<file path="config.mk">
export PLATFORM = sky130hd
export DESIGN_NAME = spi_ctl
export DESIGN_NICKNAME = d
export VERILOG_FILES = /design/src/rtl/spi_ctl_pkg.sv /design/src/rtl/spi_ctl_clkgen.sv /design/src/rtl/spi_ctl_sync.sv /design/src/rtl/spi_ctl_shift.sv /design/src/rtl/spi_ctl.sv
export SDC_FILE = /design/constraint.sdc
export NUM_CORES = 1
export LEC_CHECK = 0
export BUFFER_PORTS_ARGS = -buffer_cell sky130_fd_sc_hd__buf_2
export CORE_MARGIN = 2
export CORE_UTILIZATION = 50
export DETAILED_ROUTE_END_ITERATION = 10
export PLACE_DENSITY = 0.71
export SLEW_MARGIN = 20
export SYNTH_ARGS = -nofsm -noshare
export SYNTH_HDL_FRONTEND = slang
export SYNTH_SLANG_ARGS = --single-unit
</file>
<file path="constraint.sdc">
create_clock -name clk -period 2.54 [get_ports clk]
set_input_delay 0.508 -clock clk [delete_from_list [all_inputs] [get_ports clk]]
set_output_delay 0.508 -clock clk [all_outputs]
set_load 0.1 [all_outputs]
</file>
<file path="src/rtl/spi_ctl_pkg.sv">
package spi_ctl_pkg;
  localparam int DIVW = 8;

  localparam logic [1:0] A_CTL  = 2'd0;
  localparam logic [1:0] A_STAT = 2'd1;
  localparam logic [1:0] A_DATA = 2'd2;

  typedef struct packed {
    logic [DIVW-1:0] div;
    logic [1:0]      rsvd;
    logic            ien;
    logic            wide;
    logic            cpha;
    logic            cpol;
    logic            mstr;
    logic            enable;
  } ctl_t;
endpackage

</file>
<file path="src/rtl/spi_ctl_clkgen.sv">
module spi_ctl_clkgen #(
  parameter int DIVW = 8
) (
  input  logic            clk,
  input  logic            rst_n,
  input  logic            run,
  input  logic [DIVW-1:0] div,
  output logic            tick
);
  logic [DIVW-1:0] cnt;

  assign tick = run && (cnt == div);

  always_ff @(posedge clk or negedge rst_n) begin
    if (!rst_n)             cnt <= '0;
    else if (!run || tick)  cnt <= '0;
    else                    cnt <= cnt + 1'b1;
  end

  // each half period counts up one step per cycle until the divider value
  p_half_r4: assert property (@(posedge clk) disable iff (!rst_n)
    (run && !tick) |=> (!run || cnt == $past(cnt) + 1'b1));
endmodule

</file>
<file path="src/rtl/spi_ctl_sync.sv">
module spi_ctl_sync #(
  parameter int STG = 2
) (
  input  logic clk,
  input  logic rst_n,
  input  logic sclk_raw,
  input  logic ss_n_raw,
  output logic ss_act,
  output logic sedge
);
  logic [STG-1:0] sck_q;
  logic [STG-1:0] ss_q;
  logic           sck_d;

  for (genvar g = 0; g < STG; g++) begin : g_stg
    if (g == 0) begin : g_first
      always_ff @(posedge clk or negedge rst_n) begin
        if (!rst_n) begin
          sck_q[0] <= 1'b0;
          ss_q[0]  <= 1'b1;
        end else begin
          sck_q[0] <= sclk_raw;
          ss_q[0]  <= ss_n_raw;
        end
      end
    end else begin : g_next
      always_ff @(posedge clk or negedge rst_n) begin
        if (!rst_n) begin
          sck_q[g] <= 1'b0;
          ss_q[g]  <= 1'b1;
        end else begin
          sck_q[g] <= sck_q[g-1];
          ss_q[g]  <= ss_q[g-1];
        end
      end
    end
  end

  always_ff @(posedge clk or negedge rst_n) begin
    if (!rst_n) sck_d <= 1'b0;
    else        sck_d <= sck_q[STG-1];
  end

  assign ss_act = ~ss_q[STG-1];
  assign sedge  = sck_q[STG-1] ^ sck_d;
endmodule

</file>
<file path="src/rtl/spi_ctl_shift.sv">
module spi_ctl_shift #(
  parameter int DW = 16
) (
  input  logic          clk,
  input  logic          rst_n,
  input  logic          clr,
  input  logic          load,
  input  logic [DW-1:0] ldata,
  input  logic          edge_i,
  input  logic          din,
  input  logic          cpha,
  input  logic          wide,
  output logic          dout,
  output logic          lvl,
  output logic          fin,
  output logic [DW-1:0] rx
);
  localparam int HALF = DW / 2;
  localparam int CW   = $clog2(2 * DW);

  logic [DW-1:0] sr;
  logic [CW-1:0] ecnt;
  logic          samp;
  logic          lead, last, smp_e, sh_e, step;

  assign lead  = ~ecnt[0];
  assign last  = ecnt == (wide ? CW'(2 * DW - 1) : CW'(DW - 1));
  assign smp_e = cpha ? ~lead : lead;
  assign sh_e  = cpha ? (lead && ecnt != '0) : ~lead;
  assign step  = edge_i && !clr;
  assign fin   = step && last;
  assign dout  = wide ? sr[DW-1] : sr[HALF-1];
  assign rx    = wide ? sr : {{HALF{1'b0}}, sr[HALF-1:0]};

  always_ff @(posedge clk or negedge rst_n) begin
    if (!rst_n) begin
      ecnt <= '0;
      lvl  <= 1'b0;
    end else if (clr) begin
      ecnt <= '0;
      lvl  <= 1'b0;
    end else if (edge_i) begin
      lvl  <= ~lvl;
      ecnt <= last ? '0 : ecnt + 1'b1;
    end
  end

  always_ff @(posedge clk or negedge rst_n) begin
    if (!rst_n) begin
      sr   <= '0;
      samp <= 1'b0;
    end else if (load) begin
      sr <= ldata;
    end else if (step) begin
      if (cpha && last)  sr <= {sr[DW-2:0], din};
      else if (sh_e)     sr <= {sr[DW-2:0], samp};
      if (smp_e)         samp <= din;
    end
  end

  // an even number of edges per character brings SCLK back to its idle level
  p_idle_lvl_r3: assert property (@(posedge clk) disable iff (!rst_n)
    fin |=> !lvl);
endmodule

</file>
<file path="src/rtl/spi_ctl.sv">
module spi_ctl
  import spi_ctl_pkg::*;
#(
  parameter int DW      = 16,
  parameter int SYNC_ST = 2
) (
  input  logic          clk,
  input  logic          rst_n,
  input  logic          reg_wr,
  input  logic          reg_rd,
  input  logic [1:0]    reg_addr,
  input  logic [DW-1:0] reg_wdata,
  output logic [DW-1:0] reg_rdata,
  output logic          irq,
  input  logic          sclk_i,
  output logic          sclk_o,
  output logic          sclk_oe,
  input  logic          mosi_i,
  output logic          mosi_o,
  output logic          mosi_oe,
  input  logic          miso_i,
  output logic          miso_o,
  output logic          miso_oe,
  input  logic          ss_n_i
);
  localparam int STW = 5;

  ctl_t          ctl;
  logic          f_done, f_ovr, f_col, f_modf;
  logic          rx_full, run, done_q;
  logic [DW-1:0] rbuf;
  logic          ss_act, sedge, tick;
  logic          sel, busy, mfault, dwr, drd, swr, load, start;
  logic          eng_edge, eng_clr, eng_din, dout, lvl, fin;
  logic [DW-1:0] eng_rx;

  assign sel      = ctl.enable && !ctl.mstr && ss_act;
  assign busy     = run || sel;
  assign mfault   = ctl.enable && ctl.mstr && ss_act;
  assign dwr      = reg_wr && reg_addr == A_DATA;
  assign drd      = reg_rd && reg_addr == A_DATA;
  assign swr      = reg_wr && reg_addr == A_STAT;
  assign load     = dwr && !busy;
  assign start    = load && ctl.enable && ctl.mstr && !mfault;
  assign eng_edge = ctl.mstr ? (run && tick) : (sel && sedge);
  assign eng_clr  = !busy;
  assign eng_din  = ctl.mstr ? miso_i : mosi_i;

  spi_ctl_clkgen #(.DIVW(DIVW)) u_clk (
    .clk(clk), .rst_n(rst_n), .run(run), .div(ctl.div), .tick(tick)
  );

  spi_ctl_sync #(.STG(SYNC_ST)) u_sync (
    .clk(clk), .rst_n(rst_n), .sclk_raw(sclk_i), .ss_n_raw(ss_n_i),
    .ss_act(ss_act), .sedge(sedge)
  );

  spi_ctl_shift #(.DW(DW)) u_shift (
    .clk(clk), .rst_n(rst_n), .clr(eng_clr), .load(load), .ldata(reg_wdata),
    .edge_i(eng_edge), .din(eng_din), .cpha(ctl.cpha), .wide(ctl.wide),
    .dout(dout), .lvl(lvl), .fin(fin), .rx(eng_rx)
  );

  always_ff @(posedge clk or negedge rst_n) begin
    if (!rst_n) begin
      ctl <= '0;
    end else begin
      if (reg_wr && reg_addr == A_CTL) ctl <= reg_wdata;
      if (mfault) ctl.mstr <= 1'b0;
    end
  end

  always_ff @(posedge clk or negedge rst_n) begin
    if (!rst_n) begin
      run    <= 1'b0;
      done_q <= 1'b0;
    end else begin
      done_q <= fin;
      if (!ctl.enable || !ctl.mstr || mfault) run <= 1'b0;
      else if (start)                         run <= 1'b1;
      else if (fin)                           run <= 1'b0;
    end
  end

  always_ff @(posedge clk or negedge rst_n) begin
    if (!rst_n) begin
      f_done  <= 1'b0;
      f_ovr   <= 1'b0;
      f_col   <= 1'b0;
      f_modf  <= 1'b0;
      rx_full <= 1'b0;
      rbuf    <= '0;
    end else begin
      if (swr) begin
        f_done <= f_done & ~reg_wdata[0];
        f_ovr  <= f_ovr  & ~reg_wdata[1];
        f_col  <= f_col  & ~reg_wdata[2];
        f_modf <= f_modf & ~reg_wdata[3];
      end
      if (drd) rx_full <= 1'b0;
      if (done_q) begin
        f_done <= 1'b1;
        if (rx_full && !drd) begin
          f_ovr <= 1'b1;
        end else begin
          rbuf    <= eng_rx;
          rx_full <= 1'b1;
        end
      end
      if (dwr && busy) f_col  <= 1'b1;
      if (mfault)      f_modf <= 1'b1;
    end
  end

  always_comb begin
    case (reg_addr)
      A_CTL:   reg_rdata = ctl;
      A_STAT:  reg_rdata = {{(DW-STW){1'b0}}, busy, f_modf, f_col, f_ovr, f_done};
      A_DATA:  reg_rdata = rbuf;
      default: reg_rdata = '0;
    endcase
  end

  assign irq     = ctl.ien && (f_done || f_ovr || f_col || f_modf);
  assign sclk_o  = ctl.cpol ^ lvl;
  assign sclk_oe = ctl.enable && ctl.mstr;
  assign mosi_o  = dout;
  assign mosi_oe = ctl.enable && ctl.mstr;
  assign miso_o  = dout;
  assign miso_oe = sel;

  // the unit never drives MISO while it drives SCLK
  p_oe_excl_r9: assert property (@(posedge clk) disable iff (!rst_n)
    sclk_oe |-> !miso_oe);

  // a completion on top of an unread character keeps the buffer
  p_ovr_keep_r6: assert property (@(posedge clk) disable iff (!rst_n)
    (done_q && rx_full && !drd) |=> ($stable(rbuf) && f_ovr));

  // a data write during a transfer is flagged
  p_col_r7: assert property (@(posedge clk) disable iff (!rst_n)
    (dwr && busy) |=> f_col);

  // select asserted by another device demotes the master
  p_modf_r8: assert property (@(posedge clk) disable iff (!rst_n)
    mfault |=> (!ctl.mstr && f_modf && !sclk_oe));

  // the last edge of a character ends the master transfer
  p_run_stop_r2: assert property (@(posedge clk) disable iff (!rst_n)
    (fin && ctl.mstr) |=> !run);
endmodule

</file>
==> impl_metrics.csv, run 1 <==
group,metric,value,unit
sta,maxSlewHeadroom,62.1,%
critical_path,critPathBufInv,1,
finish,area_growth,19.6,%
grt,grt_max_degree,39,
power_and_ir_drop,p_clk_share,24.6,%
placed_design,dp_hpwl,6.25,mm
outcome,status,"finished, final reports clean",
power_and_ir_drop,power_switching,0.00134,W
critical_path,crit_type,"flop to output pin",
finish,final_util,60.7,%
yosys,synth_top_area_share,50.5,%
drt,antenna_left,0,
yosys,synthFlopType,"dfrtp_1",
sta,min_period,2.37,ns
critical_path,required,2.03,ns
yosys,synth.most_common_cell,"dfrtp_1",
yosys,ys_seq_area_share,51.9,%
sta,timing.final.crit_share,93.4,%
clock_tree,root_buffer,"clkbuf_8",
die,rows,31,
yosys,yosysTopAreaCell,"dfrtp_1",
critical_path,cpMaxStageDelayCell,"dfrtp_1",
power_and_ir_drop,sw_frac_of_total,39.4,%
yosys,synthesis.nets,371,
clock_tree,cts_max_level,3,
hold_path,hold_class,"input pin to asynchronous set/reset pin",
grt,grt_pass1_wl,13.9,mm
sta,setup_viol,0,
critical_path,slowest_delay,0.47,ns
die,die_area,0.00794,mm2
yosys,syn_avg_cell_area,10.6,um2
yosys,synthDistinctLibCells,39,
yosys,synthCells,342,
yosys,ys_ff_latch,75,
clock_tree,cts_tree,"done",
yosys,yosysWarnings,0,
yosys,synthTopCellsByCount,"dfrtp_1, nand2_1, mux2_2",
clock_tree,cts_buffers,9,
die,start_util,50.7,%
critical_path,path_cells,"or3b_4 -> nand2b_1 -> mux2i_1 -> o21ai_2 -> buf_12",
yosys,yosys-top-cells-area,"dfrtp_1, mux2_2, nand2_1, mux2i_1, a221o_1",
sta,finalMaxSlewViolations,0,
sta,skew,0.0120,ns
drt,drtIter0Drc,197,
drt,drt-pass1-iter-count,4,
power_and_ir_drop,finalPower,0.00341,W
grt,gr-usage-all-layers,23.5,%
die,ioPinCount,49,
drt,drcViolationCount,0,
grt,grt_overflow,0,
critical_path,crit_path_start_kind,"flop",
power_and_ir_drop,intPower,0.00207,W
clock_tree,clk_pin_slew,0.09,ns
finish,drive_above_1_share,30.9,%
clock_tree,clkLatencyLatePin,0.35,ns
sta,holdWs,0.111,ns
yosys,synth_async_sr_flop_share,100,%
yosys,syn-cell-area,0.00362,mm2
yosys,synth_edf_count,0,
critical_path,cp_data_arrival_time,1.87,ns
power_and_ir_drop,power.density,787,mW/mm2
clock_tree,clockBufferDepth,2,
critical_path,endpoint_kind,"output pin",
clock_tree,cts_setup_buffers,0,
grt,grt_pass1_vias,2739,
placed_design,gp_congestion,0.859,
finish,antenna_cells,0,
job,max_cap_violations,0,
placed_design,place_area,0.00415,mm2
drt,routed_wl,8.49,mm
power_and_ir_drop,ir_drop,448,uV
drt,viasPerCell,5.53,
sta,rsz0062_at_grt,"false",
power_and_ir_drop,p_seq_share,44.2,%
grt,antenna_found_initial,0,
drt,num_vias,2766,
finish,design_area,0.00433,mm2
drt,wl_per_cell,17.0,um
critical_path,cpLargestDelayFamily,"simple AND/OR/NAND/NOR gates",
sta,fmax,0.421,GHz
die,coreArea,0.00714,mm2
power_and_ir_drop,combPwrFrac,31.1,%
clock_tree,clkSinkCount,75,
die,fp.dieW,89.1,um
finish,fin_nets,425,
critical_path,cp_max_fo,6,
sta,tightestPinTransition,0.566,ns
die,die_h,89.1,um
placed_design,io_buffers,48,
power_and_ir_drop,leakagePower,2.07,nW
sta,final.setup.tns,0,ns
sta,hold_violations,0,
==> what timing repair did <==
action / in CTS / in global routing
hold buffers: 0 / 0
endpoints found under the setup margin: 0 / 1
hold endpoints to repair: 0 / 0
gates resized for setup: 0 / 1
==> power groups by stage <==
stage,registers (W),logic [W],clock network (W)
after floorplan,0.00147,0.000836,0
after global placement,0.00152,0.00104,0
after detailed placement,0.00153,0.00106,0
after CTS,0.00150,0.00106,0.000858
after global routing,0.00153,0.00113,0.000910
final,0.00151,0.00106,0.000840
==> logic make-up (layout without fill, tap and decap cells) <==
kind of cell	Yosys count	in the layout	share of synthesized area, %
and+or+nand+nor	114	114	14.3
DFF	75	75	51.9
AOI/OAI and AO/OA	60	60	11.5
muxes	45	45	13.3
buffers and inverters	27	86	3.63
xor gates and xnor gates	18	18	4.36
adders and majority gates	3	3	1.04
==> per-stage QoR <==
step	setup WS, ns	instances
3_3_place_gp	0.303	484
3_5_place_dp	0.252	484
2_1_floorplan	-0.410	342
6_report	0.167	500
5_1_grt	0.0481	500
4_1_cts	0.0715	500
==> path summary, 6_finish.rpt <==
kind | from | end | slack, ns | cells after the start
min | rst_n | u_shift.ecnt[3]$_DFFE_PN0P_ | 0.11 | 1
max | ctl[1]$_DFFE_PN0P_ | reg_rdata[4] | 0.17 | 5
max reg2reg | u_shift.ecnt[0]$_DFFE_PN0P_ | u_shift.sr[5]$_DFFE_PN0P_ | 0.21 | 7
min reg2reg | u_sync.sck_q[0]$_DFF_PN0_ | u_sync.sck_q[1]$_DFF_PN0_ | 0.36 | 0
max in group asynchronous | rst_n | ctl[15]$_DFFE_PN0P_ | 1.85 | 2
min in group clk | ss_n_i | u_sync.ss_q[0]$_DFF_PN1_ | 0.25 | 1
==> layout by cell type, fill, tap and decap left out, types with 4 or more instances in the layout <==
cell and n:
and3_1 6, o21ai_0 14, a21oi_1 18, nor2_1 13, mux2i_1 20, nor2b_1 4, nand3_1 13, dfrtp_1 73
nand2_1 55, xnor2_1 4, xor2_1 14, nor2_2 8, buf_12 7, clkbuf_8 10, buf_4 14, o21ai_1 4
nor2_4 4, mux2_2 25, a221o_1 14, inv_1 7, buf_2 42
==> worst register-to-register path: cells and delay by family, from the launching register on <==
| kind | cells | cell delay [ns] |
|---|---|---|
| AND/OR/NAND/NOR | 3 | 0.88 |
| AO/OA/AOI/OAI | 2 | 0.53 |
| flip-flops | 1 | 0.43 |
| buffers and inverters | 1 | 0.20 |
| adder cells (fa/ha/maj) | 1 | 0.17 |
==> state kept, by name, indices dropped and copies added, names as in the netlist <==
name          cells
ctl              16
f_ovr             1
u_shift.sr       16
u_clk.cnt         8
rbuf             16
rx_full           1
u_shift.lvl       1
u_shift.ecnt      5
f_done            1
u_sync.sck_q      2
u_sync.ss_q       2
done_q            1
u_shift.samp      1
run               1
f_modf            1
u_sync.sck_d      1
f_col             1
==> area by class of cell <==
cell class | count | area (um2)
repair buffers | 63 | 455
fillers | 611 | 2810
clock inverters | 5 | 37.5
well taps | 99 | 124
inverters | 7 | 26.3
multi-input cells | 240 | 1670
flip-flops and latches | 75 | 1880
clock buffers | 11 | 141
==> layer usage <==
metal | vias up | track usage (%) | wire (um)
met2 | 74 | 36.5 | 4080
li1 | 1303 | - | -
met5 | - | 0 | 0
met4 | 0 | 10.0 | 158
met1 | 1374 | 32.2 | 3890
met3 | 15 | 4.99 | 365
Power figures use the tool's default switching activity.
==> run 2: changes to the inputs <==
--- a/config.mk
+++ b/config.mk
@@ -10,6 +10,7 @@
 export CORE_UTILIZATION = 50
 export DETAILED_ROUTE_END_ITERATION = 10
 export PLACE_DENSITY = 0.71
+export REMOVE_ABC_BUFFERS = 1
 export SLEW_MARGIN = 20
 export SYNTH_ARGS = -nofsm -noshare
 export SYNTH_HDL_FRONTEND = slang
==> run 2 against run 1 <==
Power is 5.2% higher. Combinational power fell by 4%. Largest power group unchanged. Flip-flop and latch count is the same. Wire length fell by 1.2%. Cell count fell by 0.20%. Register-to-register slack better by 0.14 ns.
==> impl_metrics.csv, run 2 (synthesis gave the netlist of run 1 again) <==
group,metric,value,unit
outcome,status,"finished, final reports clean",
power_and_ir_drop,power.density,830,mW/mm2
sta,skew,0.0163,ns
power_and_ir_drop,leakagePower,2.10,nW
clock_tree,root_buffer,"clkbuf_8",
placed_design,dp_hpwl,6.04,mm
critical_path,endpoint_kind,"output pin",
finish,final_cell_count_no_fill,499,
sta,maxSlewHeadroom,61.1,%
clock_tree,cts_tree,"done",
grt,grt_pass1_vias,2660,
drt,antenna_left,0,
clock_tree,clkSinkCount,75,
critical_path,critPathBufInv,1,
critical_path,cp_max_fo,6,
clock_tree,hold_buffers,0,
die,ioPinCount,49,
critical_path,ff2ff_path_depth,7,
drt,drcViolationCount,0,
sta,tightestPinTransition,0.584,ns
die,rows,31,
grt,gr-usage-all-layers,22.6,%
drt,viasPerCell,5.50,
sta,hold_violations,0,
hold_path,hold_class,"input pin to asynchronous set/reset pin",
grt,grt_max_degree,46,
clock_tree,clk_pin_slew,0.08,ns
grt,busiest_layer,"met2",
drt,num_vias,2746,
critical_path,required,2.03,ns
clock_tree,clkLatencyLatePin,0.35,ns
finish,design_area,0.00432,mm2
finish,reg_top3,"ctl: 16 flops, rbuf: 16 flops, u_shift.sr: 16 flops",
grt,grt_pass1_wl,13.3,mm
finish,layout_common_cells,"dfrtp_1, nand2_1, buf_2, mux2_2, nor2_1",
drt,drt-pass1-iter-count,4,
finish,layout_commonest_cell,"dfrtp_1",
sta,final.setup.tns,0,ns
grt,grt_use_met2,36.7,%
critical_path,ff2ff_setup_slack,0.35,ns
clock_tree,cts_max_level,3,
placed_design,place_area,0.00409,mm2
clock_tree,cts_buffers,9,
grt,grt_use_met1,31.7,%
sta,holdWs,0.154,ns
drt,routed_wl,8.38,mm
finish,fin_nets,424,
placed_design,dp.cells,483,
clock_tree,clockBufferDepth,2,
sta,fmax,0.414,GHz
placed_design,io_buffers,48,
critical_path,crit_type,"flop to output pin",
sta,setup_viol,0,
finish,antenna_cells,0,
critical_path,r2r-end,"u_shift.sr[2]$_DFFE_PN0P_",
power_and_ir_drop,ir_drop,430,uV
die,die_h,89.1,um
grt,met3_usage,3.32,%
sta,rsz0062_at_grt,"false",
critical_path,r2r_start,"u_shift.ecnt[0]$_DFFE_PN0P_",
critical_path,cpMaxStageDelayCell,"or3b_1",
die,coreArea,0.00714,mm2
job,max_cap_violations,0,
placed_design,gp_congestion,0.853,
critical_path,cp_data_arrival_time,1.90,ns
finish,drive_above_1_share,27.8,%
die,fp.dieW,89.1,um
drt,drtIter0Drc,208,
grt,antenna_found_initial,0,
sta,finalMaxSlewViolations,0,
sta,timing.final.crit_share,95.0,%
critical_path,cpLargestDelayFamily,"simple AND/OR/NAND/NOR gates",
drt,wl_per_cell,16.8,um
critical_path,slowest_delay,0.48,ns
die,die_area,0.00794,mm2
sta,min_period,2.41,ns
finish,area_growth,19.4,%
critical_path,path_cells,"or3b_1 -> nand2b_1 -> mux2i_1 -> o21ai_2 -> buf_12",
critical_path,crit_path_start_kind,"flop",
die,start_util,50.7,%
grt,grt_overflow,0,
run 2: changes by cell type in the layout (fill, tap and decap cells not counted), moves of 4 or more:
cell,change
nor2_1,+11
nor2_2,-7
o21ai_0,+5
o21ai_1,-4
nor2_4,-4
run 2: worst max-delay path by stage:
stage | startpoint | end | slack [ns] | cells past startpoint
after CTS | ctl[1]$_DFFE_PN0P_ | reg_rdata[4] | 0.07 | 5
after detailed placement | u_shift.ecnt[0]$_DFFE_PN0P_ | u_shift.sr[8]$_DFFE_PN0P_ | 0.36 | 7
after global routing | ctl[1]$_DFFE_PN0P_ | reg_rdata[4] | 0.04 | 5
final | ctl[1]$_DFFE_PN0P_ | reg_rdata[4] | 0.13 | 5
after floorplan | ctl[4]$_DFFE_PN0P_ | miso_o | -2.64 | 1
after global placement | ctl[1]$_DFFE_PN0P_ | reg_rdata[4] | 0.39 | 5
run 2: final cells by class:
| class | instances | area (um2) |
|---|---|---|
| fill | 619 | 2810 |
| sequential | 75 | 1880 |
| multi-input combinational | 240 | 1610 |
| timing repair buffer | 62 | 448 |
| clock buffer | 10 | 138 |
| tap | 99 | 124 |
| clock inverter | 6 | 95.1 |
| inverter | 7 | 26.3 |
run 2: metrics by stage:
stage               power, W  util (%)  setup WS (ns)
finish               0.00359      60.6          0.127
global route         0.00374      60.6         0.0394
CTS                  0.00361      60.5         0.0680
detailed placement   0.00255      57.3          0.356
global placement     0.00253      57.3          0.391
floorplan            0.00225         -          -2.64
run 2: power by group:
group	internal (W)	switching (W)
registers	0.00135	0.000160
clock network	0.000590	0.000465
logic	0.000317	0.000705
run 2: routing by layer:
| metal | part of all wire [%] | vias up |
|---|---|---|
| met2 | 49 | 69 |
| li1 | - | 1302 |
| met5 | 0 | - |
| met1 | 46 | 1366 |
| met4 | 1.4 | 0 |
| met3 | 3.3 | 9 |
run 2: what timing repair did:
action / CTS / global route
endpoints found under the hold margin: 0 / 0
resized for setup: 1 / 1
buffers inserted: 0 / 0
setup endpoints to repair: 1 / 1
==> run 3: changes to the inputs <==
--- a/config.mk
+++ b/config.mk
@@ -6,6 +6,7 @@
 export NUM_CORES = 1
 export LEC_CHECK = 0
 export BUFFER_PORTS_ARGS = -buffer_cell sky130_fd_sc_hd__buf_2
+export CORE_ASPECT_RATIO = 1.75
 export CORE_MARGIN = 2
 export CORE_UTILIZATION = 50
 export DETAILED_ROUTE_END_ITERATION = 10
==> run 3 against run 2 <==
Clock skew decreased by 0.010 ns. Non-clock buffer count rose by 1. Cell count is 2.4% lower. Via count grew 0.22%. Global-route usage increased by 2.7 points. Largest cell class unchanged. Largest power group unchanged.
==> impl_metrics.csv, run 3 (synthesis gave the netlist of run 1 again) <==
group,metric,value,unit
sta,min_period,2.41,ns
placed_design,io_buffers,48,
finish,layout_commonest_cell,"dfrtp_1",
power_and_ir_drop,power.density,876,mW/mm2
sta,fmax,0.416,GHz
grt,grt_overflow,0,
critical_path,cp_data_arrival_time,1.90,ns
critical_path,cp_max_fo,6,
finish,layout_common_cells,"dfrtp_1, nand2_1, buf_2, mux2_2, nor2_1",
die,fp.dieW,68.3,um
die,ioPinCount,49,
sta,setup_viol,0,
placed_design,gp_congestion,0.852,
power_and_ir_drop,ir_drop,584,uV
drt,wl_per_cell,17.8,um
grt,grt_pass1_wl,14.6,mm
clock_tree,hold_buffers,0,
sta,maxSlewHeadroom,65.1,%
die,coreArea,0.00713,mm2
finish,final_cell_count_no_fill,487,
placed_design,dp.cells,471,
job,max_cap_violations,0,
grt,antenna_found_initial,0,
drt,drtIter0Drc,172,
clock_tree,root_buffer,"clkbuf_16",
drt,antenna_left,0,
finish,antenna_cells,0,
clock_tree,cts_setup_buffers,0,
sta,finalMaxSlewViolations,0,
placed_design,place_area,0.00409,mm2
clock_tree,cts_buffers,9,
critical_path,critPathBufInv,2,
clock_tree,clkLatencyLatePin,0.34,ns
clock_tree,clk_pin_slew,0.06,ns
finish,design_area,0.00440,mm2
critical_path,ff2ff_setup_slack,0.34,ns
finish,fillers,585,
critical_path,r2r_start,"u_shift.ecnt[0]$_DFFE_PN0P_",
clock_tree,cts_tree,"done",
power_and_ir_drop,finalPower,0.00386,W
finish,regArea,0.00188,mm2
sta,skew,0.00582,ns
finish,drive_above_1_share,27.9,%
critical_path,endpoint_kind,"output pin",
critical_path,slowest_delay,0.45,ns
die,die_area,0.00796,mm2
clock_tree,clkSinkCount,75,
drt,num_vias,2752,
grt,grt_max_degree,76,
critical_path,crit_type,"flop to output pin",
drt,routed_wl,8.69,mm
die,die_h,117,um
critical_path,crit_path_start_kind,"flop",
grt,grt_pass1_vias,2899,
sta,final.setup.worst_slack,0.135,ns
sta,timing.final.crit_share,94.7,%
clock_tree,cts_resized,0,
drt,viasPerCell,5.65,
placed_design,pre_cts_ws,0.348,ns
drt,drcViolationCount,0,
drt,drt-pass1-iter-count,4,
die,rows,41,
sta,tightestPinTransition,0.523,ns
finish,fin_nets,425,
clock_tree,cts_max_level,3,
critical_path,path_cells,"or3b_4 -> nand2b_1 -> mux2i_1 -> o21ai_1 -> buf_4 -> buf_12",
clock_tree,clockBufferDepth,2,
critical_path,cpLargestDelayFamily,"simple AND/OR/NAND/NOR gates",
die,start_util,50.8,%
hold_path,hold_class,"input pin to asynchronous set/reset pin",
critical_path,required,2.03,ns
outcome,status,"finished, final reports clean",
critical_path,ff2ff_path_depth,7,
sta,rsz0062_at_grt,"false",
finish,multi_input_area,0.00161,mm2
sta,final.setup.tns,0,ns
critical_path,r2r-end,"u_shift.sr[1]$_DFFE_PN0P_",
finish,reg_top3,"ctl: 16 flops, rbuf: 16 flops, u_shift.sr: 16 flops",
grt,gr-usage-all-layers,25.3,%
power_and_ir_drop,leakagePower,2.14,nW
placed_design,dp_hpwl,6.39,mm
sta,hold_violations,0,
finish,area_growth,21.7,%
critical_path,cpMaxStageDelayCell,"or3b_4",
## run 3: cell type report
class / instances / share of cell area (%)
clock buffer: 12 / 6.05
clock inverter: 4 / 1.08
inverter: 7 / 0.597
multi-input combinational: 240 / 36.6
sequential: 75 / 42.7
tap: 86 / 2.44
timing repair buffer: 63 / 10.6
## run 3: worst max-delay path by stage
stage	to	slack [ns]	cells after the start	start
floorplan	miso_o	-2.64	1	ctl[4]$_DFFE_PN0P_
global placement	reg_rdata[4]	0.39	7	reg_addr[1]
detailed placement	u_shift.sr[1]$_DFFE_PN0P_	0.35	7	u_shift.ecnt[0]$_DFFE_PN0P_
CTS	reg_rdata[4]	0.06	6	ctl[1]$_DFFE_PN0P_
global route	reg_rdata[4]	0.03	6	ctl[1]$_DFFE_PN0P_
finish	reg_rdata[4]	0.13	6	ctl[1]$_DFFE_PN0P_
## run 3: per-layer routing
metal	global-route usage, %	routed length, um	vias up
li1	-	-	1293
met1	28.7	3170	1365
met2	43.2	4840	66
met3	5.01	311	28
met4	14.5	371	0
met5	0	0	-
## run 3: report_power, final
part           internal, W  switching (W)  leakage [nW]  total (W)
clock network     0.000837       0.000477         0.155    0.00131
registers          0.00135       0.000169         0.970    0.00152
logic             0.000323       0.000698          1.02    0.00102
## run 3: stage by stage
stage               util [%]  hold slack, ns
finish                  61.8           0.199
global route            61.8           0.235
CTS                     61.7           0.217
detailed placement      57.3           0.341
global placement        57.3           0.341
floorplan                  -           0.212
